**config.mk**
```make
export PLATFORM = sky130hd
export DESIGN_NAME = sdram_refresh_sched
export DESIGN_NICKNAME = d
export VERILOG_FILES = /design/src/rtl/sdram_ref_pkg.sv /design/src/rtl/ref_interval_timer.sv /design/src/rtl/ref_debt_counter.sv /design/src/rtl/ref_cmd_fsm.sv /design/src/rtl/sdram_refresh_sched.sv
export SDC_FILE = /design/constraint.sdc
export NUM_CORES = 1
export LEC_CHECK = 0
export BUFFER_PORTS_ARGS = -buffer_cell sky130_fd_sc_hd__buf_2
export CORE_MARGIN = 8
export CORE_UTILIZATION = 58
export DETAILED_ROUTE_END_ITERATION = 10
export GPL_TIMING_DRIVEN = 0
export PLACE_DENSITY = 0.83
export SLEW_MARGIN = 20
export SYNTH_ARGS = -nofsm -noshare
export SYNTH_HDL_FRONTEND = slang
export SYNTH_SLANG_ARGS = --single-unit
export TNS_END_PERCENT = 10
```
**constraint.sdc**
```tcl
create_clock -name clk -period 2.9 [get_ports clk]
set_clock_uncertainty 0.2 [all_clocks]
set_input_delay 0.29 -clock clk [delete_from_list [all_inputs] [get_ports clk]]
set_output_delay 0.29 -clock clk [all_outputs]
set_load 0.05 [all_outputs]
```
**src/rtl/sdram_ref_pkg.sv**
```systemverilog
package sdram_ref_pkg;

  typedef enum logic [2:0] {
    ST_IDLE,
    ST_PRECH,
    ST_WAIT_RP,
    ST_REFRESH,
    ST_WAIT_RFC
  } ref_state_e;

  typedef struct packed {
    logic cs_n;
    logic ras_n;
    logic cas_n;
    logic we_n;
  } sdr_cmd_t;

  localparam sdr_cmd_t CMD_DESEL = '{cs_n: 1'b1, ras_n: 1'b1, cas_n: 1'b1, we_n: 1'b1};
  localparam sdr_cmd_t CMD_NOP   = '{cs_n: 1'b0, ras_n: 1'b1, cas_n: 1'b1, we_n: 1'b1};
  localparam sdr_cmd_t CMD_REF   = '{cs_n: 1'b0, ras_n: 1'b0, cas_n: 1'b0, we_n: 1'b1};
  localparam sdr_cmd_t CMD_PRE   = '{cs_n: 1'b0, ras_n: 1'b0, cas_n: 1'b1, we_n: 1'b0};

endpackage

```
**src/rtl/ref_interval_timer.sv**
```systemverilog
module ref_interval_timer #(
  parameter int INTERVAL_CYC = 1950
) (
  input  logic clk,
  input  logic rst_n,
  output logic tick
);
  localparam int CW = (INTERVAL_CYC > 2) ? $clog2(INTERVAL_CYC) : 1;
  localparam logic [CW-1:0] LAST = CW'(INTERVAL_CYC - 1);

  logic [CW-1:0] cnt;

  always_ff @(posedge clk) begin
    if (!rst_n) begin
      cnt <= '0;
    end else if (cnt == LAST) begin
      cnt <= '0;
    end else begin
      cnt <= cnt + 1'b1;
    end
  end

  assign tick = (cnt == LAST);

  // ticks are never adjacent
  a_r2_tick_spacing: assert property (@(posedge clk) disable iff (!rst_n)
    tick |=> !tick);

endmodule

```
**src/rtl/ref_debt_counter.sv**
```systemverilog
module ref_debt_counter #(
  parameter int MAX_DEBT = 8
) (
  input  logic clk,
  input  logic rst_n,
  input  logic tick,
  input  logic dec,
  output logic pending,
  output logic full
);
  localparam int DW = $clog2(MAX_DEBT + 1);
  localparam logic [DW-1:0] TOP = DW'(MAX_DEBT);

  logic [DW-1:0] debt;

  always_ff @(posedge clk) begin
    if (!rst_n) begin
      debt <= '0;
    end else if (tick && !dec) begin
      if (debt != TOP) debt <= debt + 1'b1;
    end else if (dec && !tick) begin
      debt <= debt - 1'b1;
    end
  end

  assign pending = (debt != '0);
  assign full    = (debt == TOP);

  a_r3_no_overflow: assert property (@(posedge clk) disable iff (!rst_n)
    debt <= TOP);

  // a refresh never retires debt that is not owed
  a_r7_no_underflow: assert property (@(posedge clk) disable iff (!rst_n)
    dec |-> pending);

  a_r8_tick_and_dec: assert property (@(posedge clk) disable iff (!rst_n)
    (tick && dec) |=> $stable(debt));

endmodule

```
**src/rtl/ref_cmd_fsm.sv**
```systemverilog
module ref_cmd_fsm
  import sdram_ref_pkg::*;
#(
  parameter int T_RP  = 3,
  parameter int T_RFC = 9
) (
  input  logic     clk,
  input  logic     rst_n,
  input  logic     grant,
  input  logic     banks_idle,
  input  logic     pending,
  output sdr_cmd_t cmd,
  output logic     a10,
  output logic     ref_fire,
  output logic     busy
);
  localparam int WMAX = (T_RP > T_RFC) ? T_RP : T_RFC;
  localparam int WW   = $clog2(WMAX) + 1;
  localparam logic [WW-1:0] RP_LOAD  = WW'(T_RP - 2);
  localparam logic [WW-1:0] RFC_LOAD = WW'(T_RFC - 2);

  ref_state_e state, state_n;
  logic [WW-1:0] wcnt, wcnt_n;

  always_comb begin
    state_n = state;
    wcnt_n  = wcnt;
    unique case (state)
      ST_IDLE: begin
        if (pending && grant) state_n = banks_idle ? ST_REFRESH : ST_PRECH;
      end
      ST_PRECH: begin
        state_n = ST_WAIT_RP;
        wcnt_n  = RP_LOAD;
      end
      ST_WAIT_RP: begin
        if (wcnt == '0) state_n = ST_REFRESH;
        else            wcnt_n  = wcnt - 1'b1;
      end
      ST_REFRESH: begin
        state_n = ST_WAIT_RFC;
        wcnt_n  = RFC_LOAD;
      end
      ST_WAIT_RFC: begin
        if (wcnt == '0) state_n = pending ? ST_REFRESH : ST_IDLE;
        else            wcnt_n  = wcnt - 1'b1;
      end
      default: state_n = ST_IDLE;
    endcase
  end

  always_ff @(posedge clk) begin
    if (!rst_n) begin
      state <= ST_IDLE;
      wcnt  <= '0;
    end else begin
      state <= state_n;
      wcnt  <= wcnt_n;
    end
  end

  always_comb begin
    a10 = 1'b0;
    unique case (state)
      ST_IDLE:    cmd = CMD_DESEL;
      ST_PRECH:   begin cmd = CMD_PRE; a10 = 1'b1; end
      ST_REFRESH: cmd = CMD_REF;
      default:    cmd = CMD_NOP;
    endcase
  end

  assign ref_fire = (state == ST_REFRESH);
  assign busy     = (state != ST_IDLE);

  a_r4_grant_to_ref: assert property (@(posedge clk) disable iff (!rst_n)
    (!busy && pending && grant && banks_idle) |=> (cmd == CMD_REF));

  a_r5_grant_to_pre: assert property (@(posedge clk) disable iff (!rst_n)
    (!busy && pending && grant && !banks_idle) |=> (cmd == CMD_PRE && a10));

  a_r6_nop_after_ref: assert property (@(posedge clk) disable iff (!rst_n)
    (cmd == CMD_REF) |=> (cmd == CMD_NOP));

  a_r5_nop_after_pre: assert property (@(posedge clk) disable iff (!rst_n)
    (cmd == CMD_PRE) |=> (cmd == CMD_NOP));

endmodule

```
**src/rtl/sdram_refresh_sched.sv**
```systemverilog
module sdram_refresh_sched
  import sdram_ref_pkg::*;
#(
  parameter int INTERVAL_CYC = 1950,
  parameter int T_RP         = 3,
  parameter int T_RFC        = 9,
  parameter int MAX_DEBT     = 8
) (
  input  logic clk,
  input  logic rst_n,
  input  logic bus_grant,
  input  logic banks_idle,
  output logic cmd_cs_n,
  output logic cmd_ras_n,
  output logic cmd_cas_n,
  output logic cmd_we_n,
  output logic cmd_cke,
  output logic cmd_a10,
  output logic bus_req,
  output logic req_urgent,
  output logic busy
);
  logic     tick, ref_fire, pending, full, fsm_busy;
  sdr_cmd_t cmd;

  ref_interval_timer #(.INTERVAL_CYC(INTERVAL_CYC)) u_timer (
    .clk(clk), .rst_n(rst_n), .tick(tick)
  );

  ref_debt_counter #(.MAX_DEBT(MAX_DEBT)) u_debt (
    .clk(clk), .rst_n(rst_n), .tick(tick), .dec(ref_fire),
    .pending(pending), .full(full)
  );

  ref_cmd_fsm #(.T_RP(T_RP), .T_RFC(T_RFC)) u_fsm (
    .clk(clk), .rst_n(rst_n), .grant(bus_grant), .banks_idle(banks_idle),
    .pending(pending), .cmd(cmd), .a10(cmd_a10), .ref_fire(ref_fire),
    .busy(fsm_busy)
  );

  assign cmd_cs_n   = cmd.cs_n;
  assign cmd_ras_n  = cmd.ras_n;
  assign cmd_cas_n  = cmd.cas_n;
  assign cmd_we_n   = cmd.we_n;
  assign cmd_cke    = 1'b1;
  assign busy       = fsm_busy;
  assign bus_req    = pending | fsm_busy;
  assign req_urgent = full;

  a_r7_release_when_clear: assert property (@(posedge clk) disable iff (!rst_n)
    $fell(busy) |-> !$past(pending));

  a_r3_urgent_requests: assert property (@(posedge clk) disable iff (!rst_n)
    req_urgent |-> bus_req);

endmodule

```
==> results of run 1 <==
## power by group through the flow
| stage | Clock (mW) | Combinational [mW] | Sequential (mW) |
|---|---|---|---|
| 2_1_floorplan | 0 | 0.0189 | 0.330 |
| 3_3_place_gp | 0 | 0.0231 | 0.330 |
| 3_5_place_dp | 0 | 0.0234 | 0.331 |
| 4_1_cts | 0.156 | 0.0235 | 0.324 |
| 5_1_grt | 0.168 | 0.0261 | 0.325 |
| 6_report | 0.147 | 0.0233 | 0.324 |
## path summary, 6_finish.rpt
kind / cells after the start / to
max: 10 / u_debt.debt[3]$_SDFFE_PN0P_
min reg2reg: 1 / u_fsm.wcnt[4]$_SDFFE_PN0P_
min: 4 / u_fsm.state[1]$_SDFFE_PN0P_
max reg2reg: 10 / u_debt.debt[3]$_SDFFE_PN0P_
## cell type report
class	count	area (um2)	area share (%)
multi-input combinational	123	821	53.8
sequential	23	460	30.2
buffer	11	104	6.81
timing repair buffer	10	50.0	3.28
tap	30	37.5	2.46
clock buffer	3	22.5	1.48
inverter	6	22.5	1.48
clock inverter	1	7.51	0.492
## critical path, cell delays in order, from the launching register on
cell,delay (ns)
dfxtp_1,0.45
ha_1,0.17
nor4bb_1,0.30
and3_1,0.30
nand2_1,0.13
ha_1,0.30
a21o_1,0.17
a21oi_1,0.17
nor3_1,0.07
a21oi_1,0.14
mux2i_1,0.19
## registers in the layout, indices dropped and copies added (netlist names)
name         count
u_fsm.wcnt       5
u_debt.debt      4
u_fsm.state      3
u_timer.cnt     11
## metrics by stage
step                setup WS (ns)  total power, mW  setup TNS, ns  cells
floorplan                 -0.0684            0.349        -0.0684    163
global placement            0.350            0.353              0    203
detailed placement          0.288            0.354              0    203
CTS                         0.246            0.504              0    207
global route                0.145            0.519              0    207
finish                      0.242            0.495              0    207
## layout by cell type, fill, tap and decap left out, types with 3 or more instances in the layout
master / netlist / final
a21oi_1: 7 / 7
a31oi_1: 3 / 3
and3_1: 11 / 11
buf_2: 2 / 12
clkbuf_4: 0 / 3
clkbuf_8: 3 / 3
dfxtp_1: 23 / 23
ha_1: 5 / 5
inv_1: 6 / 6
nand2_1: 13 / 13
nand3_1: 9 / 9
nor2_1: 19 / 19
nor3_1: 3 / 3
o21ai_0: 5 / 5
xnor2_1: 6 / 6
xor2_1: 7 / 7
## kinds of logic after synthesis
group | Yosys count | share of synthesized area (%)
and+or+nand+nor | 74 | 27.9
buffers and inverters | 17 | 9.02
xor gates and xnor gates | 13 | 8.13
AOI/OAI and AO/OA | 27 | 14.2
adders and majority gates | 6 | 5.89
muxes | 2 | 1.70
DFF | 23 | 32.9
other | 1 | 0.268
## layer usage
| metal | GRT usage, % | routed length [um] | up-vias |
|---|---|---|---|
| met5 | 0 | 0 | - |
| met4 | 5.99 | 32 | 0 |
| li1 | - | - | 598 |
| met3 | 3.23 | 124 | 4 |
| met2 | 22.7 | 1300 | 24 |
| met1 | 14.7 | 1230 | 566 |
==> out/metrics.csv, run 1 <==
metric,value,unit
grt_pass1_vias,1077,
row_count,18,
grt_pass1_wl,4510,um
setup_viol,0,
post-route-period-util,91.7,%
cts_hold_buf,0,
min_from,banks_idle,
htreeDepth,1,
dieArea,0.00425,mm2
syn_area_per_cell,8.60,um2
worst-path-max-fanout,6,
wire_per_inst,13.0,um
layout-drive-gt1-share,17.5,%
whs,0.108,ns
status,completed,
cp.arrival,2.70,ns
antenna_found_initial,0,
fin_util,63.9,%
hold_viol,0,
clock_sink_count,23,
vias_per_cell,5.76,
synthDominantCellAreaShare,32.9,%
crit_path_start,u_timer.cnt[0]$_SDFF_PP0_,
async_flop_share,0,%
io_pins,13,
synth_top_area_cell,dfxtp_1,
reg2reg_slack,0.24,ns
yosysMostFrequentCell,dfxtp_1,
fin_area,0.00153,mm2
syn_area,0.00140,mm2
timing.rr.start,u_timer.cnt[0]$_SDFF_PP0_,
die_w,65.2,um
routed_wl,2690,um
cts-root-buf,clkbuf_4,
slew_headroom,64.5,%
p_int,0.382,mW
syn_inst,163,
min_path_type,in -> reg,
power_density,324,mW/mm2
worst_pin_slew,0.528,ns
crit_required,2.95,ns
ant_nets,0,
synthFlopType,dfxtp_1,
cap_violations,0,
ys_warn_count,0,
nFillCells,227,
track_usage,13.1,%
ys_ff_latch,23,
placed_cell_area,0.00150,mm2
power_frac_comb,4.7,%
drt_pre_antenna_iters,4,
grt_max_degree,15,
clk_pin_slew_worst_paths,0.13,ns
crit_path_start_kind,flop,
n_antenna_cell,0,
pwr-share-clk,29.8,%
drt_iter0_markers,51,
worst_setup_path_end_kind,flop,
post_cts_buffers,0,
p_sw,0.112,mW
area_growth,8.84,%
p_sw_share,22.7,%
drv_slew,0,
vias,1192,
cts_tree,built,
period_needed,2.66,ns
ctsResizeCount,0,
synth_edf_count,0,
cts_buffer_depth,2,
start_util,58.7,%
drc,0,
core-area,0.00239,mm2
ys_seq_area_share,32.9,%
clk-insertion-delay-late,0.31,ns
critPathKind,reg -> reg,
port_buffers,10,
syn_nets,173,
dieHeight,65.2,um
gr-total-overflow,0,
p_leak,0.663,nW
synthDistinctLibCells,46,
finalNetCount,188,
rsz0062_at_grt,false,
fmax,0.376,GHz
power_frac_seq,65.5,%
synthTopCellsByArea,"dfxtp_1, nor2_1, and3_1",
synth_common_cells,"dfxtp_1, nor2_1, nand2_1",
vdd_drop_max,0.307,mV
place_hpwl,2070,um
numCtsBuffers,3,
place_congestion,0.831,
(Power assumes the default switching activity.)
==> run 2, diff against run 1 <==
CAP_MARGIN = 15   (was default)
CORE_UTILIZATION = 25   (was 58)
PLACE_DENSITY = 0.45   (was 0.83)
==> out/metrics.csv, run 2 (synthesized netlist as in run 1, its figures left out) <==
metric,value,unit,change
regMostFlops,u_timer.cnt,,
cts_buffer_depth,2,,unchanged
min_from,banks_idle,,
seqCellArea,460,um2,unchanged
clk_pin_slew_worst_paths,0.09,ns,-0.04 ns
dieArea,0.00826,mm2,+95%
fmax,0.381,GHz,+1.3%
status,completed,,
power_frac_comb,4.2,%,-0.5 points
worst_setup_path_end_kind,flop,,
cp.arrival,2.63,ns,-0.07 ns
fin_util,29.2,%,-35 points
n_antenna_cell,0,,unchanged
dieHeight,90.9,um,+39%
crit_path_top_delay_cell,dfxtp_1,,
hold_viol,0,,unchanged
post_cts_buffers,0,,unchanged
crit_path_start_kind,flop,,
worst_pin_slew,0.577,ns,+0.0483 ns
place_ws,0.280,ns,-0.00760 ns
reg_top3,"u_timer.cnt x11, u_fsm.wcnt x5, u_debt.debt x4",,
period_needed,2.62,ns,-0.0335 ns
area_growth,13.9,%,
post-route-period-util,90.5,%,-1.2 points
vias,1143,,-4.1%
layout_setup_ws,0.275,ns,+0.0335 ns
p_int,0.427,mW,+12%
port_buffers,10,,unchanged
pwr-share-clk,37.9,%,+8.1 points
vias_per_cell,4.59,,-20%
clk-insertion-delay-late,0.27,ns,-0.04 ns
htreeDepth,1,,unchanged
fin_cells,249,,+20%
die_w,90.9,um,+39%
multi_input_area,821,um2,unchanged
grt_pass1_wl,5620,um,+24%
power_density,350,mW/mm2,+8.0%
cts_tree,built,,
track_usage,8.13,%,-4.9 points
routed_wl,3050,um,+13%
layout_common_cells,"dfxtp_1, nor2_1, nand2_1",,
p_sw_share,23.6,%,+0.93 points
place_hpwl,2260,um,+9.3%
ant_nets,0,,unchanged
place_inst,245,,+21%
clock_sink_count,23,,unchanged
place_congestion,0.683,,-18%
drc,0,,unchanged
max_stage_delay,0.42,ns,-0.03 ns
setup_viol,0,,unchanged
cap_violations,0,,unchanged
setup_tns,0,ns,unchanged
nFillCells,607,,+170%
power,0.559,mW,+13%
gr-total-overflow,0,,unchanged
finalNetCount,188,,unchanged
drv_slew,0,,unchanged
p_leak,0.671,nW,+1.2%
hold_depth,4,,unchanged
core-area,0.00547,mm2,+130%
critPathKind,reg -> reg,,
timing.rr.start,u_timer.cnt[0]$_SDFF_PP0_,,
rsz0062_at_grt,false,,
layout-drive-gt1-share,17.5,%,unchanged
largest_reg_flops,11,,unchanged
cts-root-buf,clkbuf_8,,
worst-path-max-fanout,6,,unchanged
antenna_found_initial,0,,unchanged
path_cells,ha_1 -> nor4bb_1 -> and3_1 -> nand2_1 -> ha_1 -> a21o_1 -> a21oi_1 -> nor3_1 -> a21oi_1 -> mux2i_1,,
slew_headroom,61.0,%,-3.4 points
grt_pass1_vias,1191,,+11%
min_path_type,in -> reg,,
crit_path_start,u_timer.cnt[0]$_SDFF_PP0_,,
cts_hold_buf,0,,unchanged
p_sw,0.132,mW,+18%
vdd_drop_max,0.199,mV,-35%
start_util,25.6,%,-33 points
row_count,27,,+9
numCtsBuffers,3,,unchanged
drt_iter0_markers,38,,-25%
ctsResizeCount,0,,unchanged
final_common_cell,dfxtp_1,,
grt_max_degree,15,,unchanged
power_frac_seq,57.8,%,-7.7 points
io_pins,13,,unchanged
crit_required,2.91,ns,-0.04 ns
rr_worst_depth,10,,unchanged
reg2reg_slack,0.28,ns,+0.03 ns
wire_per_inst,12.2,um,-5.7%
drt_pre_antenna_iters,4,,unchanged
-- run 2: cell counts in the layout (fill, tap and decap cells not counted) --
Identical to the previous run, type by type.
-- run 2: final cells by class --
type / count / area share (%)
inverter: 6 / 1.41
buffer: 11 / 6.50
clock buffer: 3 / 2.59
sequential: 23 / 28.8
timing repair buffer: 10 / 3.13
clock inverter: 1 / 0.470
tap: 72 / 5.64
multi-input combinational: 123 / 51.4
-- run 2: worst paths after layout --
path,to
worst min register to register,u_fsm.wcnt[4]$_SDFFE_PN0P_
worst max register to register,u_debt.debt[3]$_SDFFE_PN0P_
worst min-delay path,u_fsm.state[1]$_SDFFE_PN0P_
worst max-delay path,u_debt.debt[3]$_SDFFE_PN0P_
-- run 2: metal layers --
layer  share of wire (%)  track usage [%]  wire length (um)
met1                  48             9.71              1460
met4                0.49             1.64                15
met5                   0                0                 0
met3                 4.7             2.74               143
met2                  47             13.8              1430
-- run 2: power by group through the flow --
stage	registers, mW	logic (mW)	clock network (mW)
floorplan	0.330	0.0189	0
global placement	0.331	0.0243	0
detailed placement	0.331	0.0245	0
CTS	0.323	0.0243	0.228
global route	0.325	0.0266	0.239
finish	0.323	0.0236	0.212
-- run 2: per-stage QoR --
step / hold slack (ns) / cell area (um2)
floorplan: 0.250 / 1410
global placement: 0.277 / 1550
detailed placement: 0.281 / 1550
CTS: 0.149 / 1600
global route: 0.195 / 1600
finish: 0.149 / 1600
-- run 2: critical path, delay by kind of cell (launching register included) --
kind / cells / cell delay [ns]
AOI/OAI and AO/OA: 3 / 0.52
adders and majority gates: 2 / 0.48
DFF: 1 / 0.42
muxes: 1 / 0.19
and+or+nand+nor: 4 / 0.73
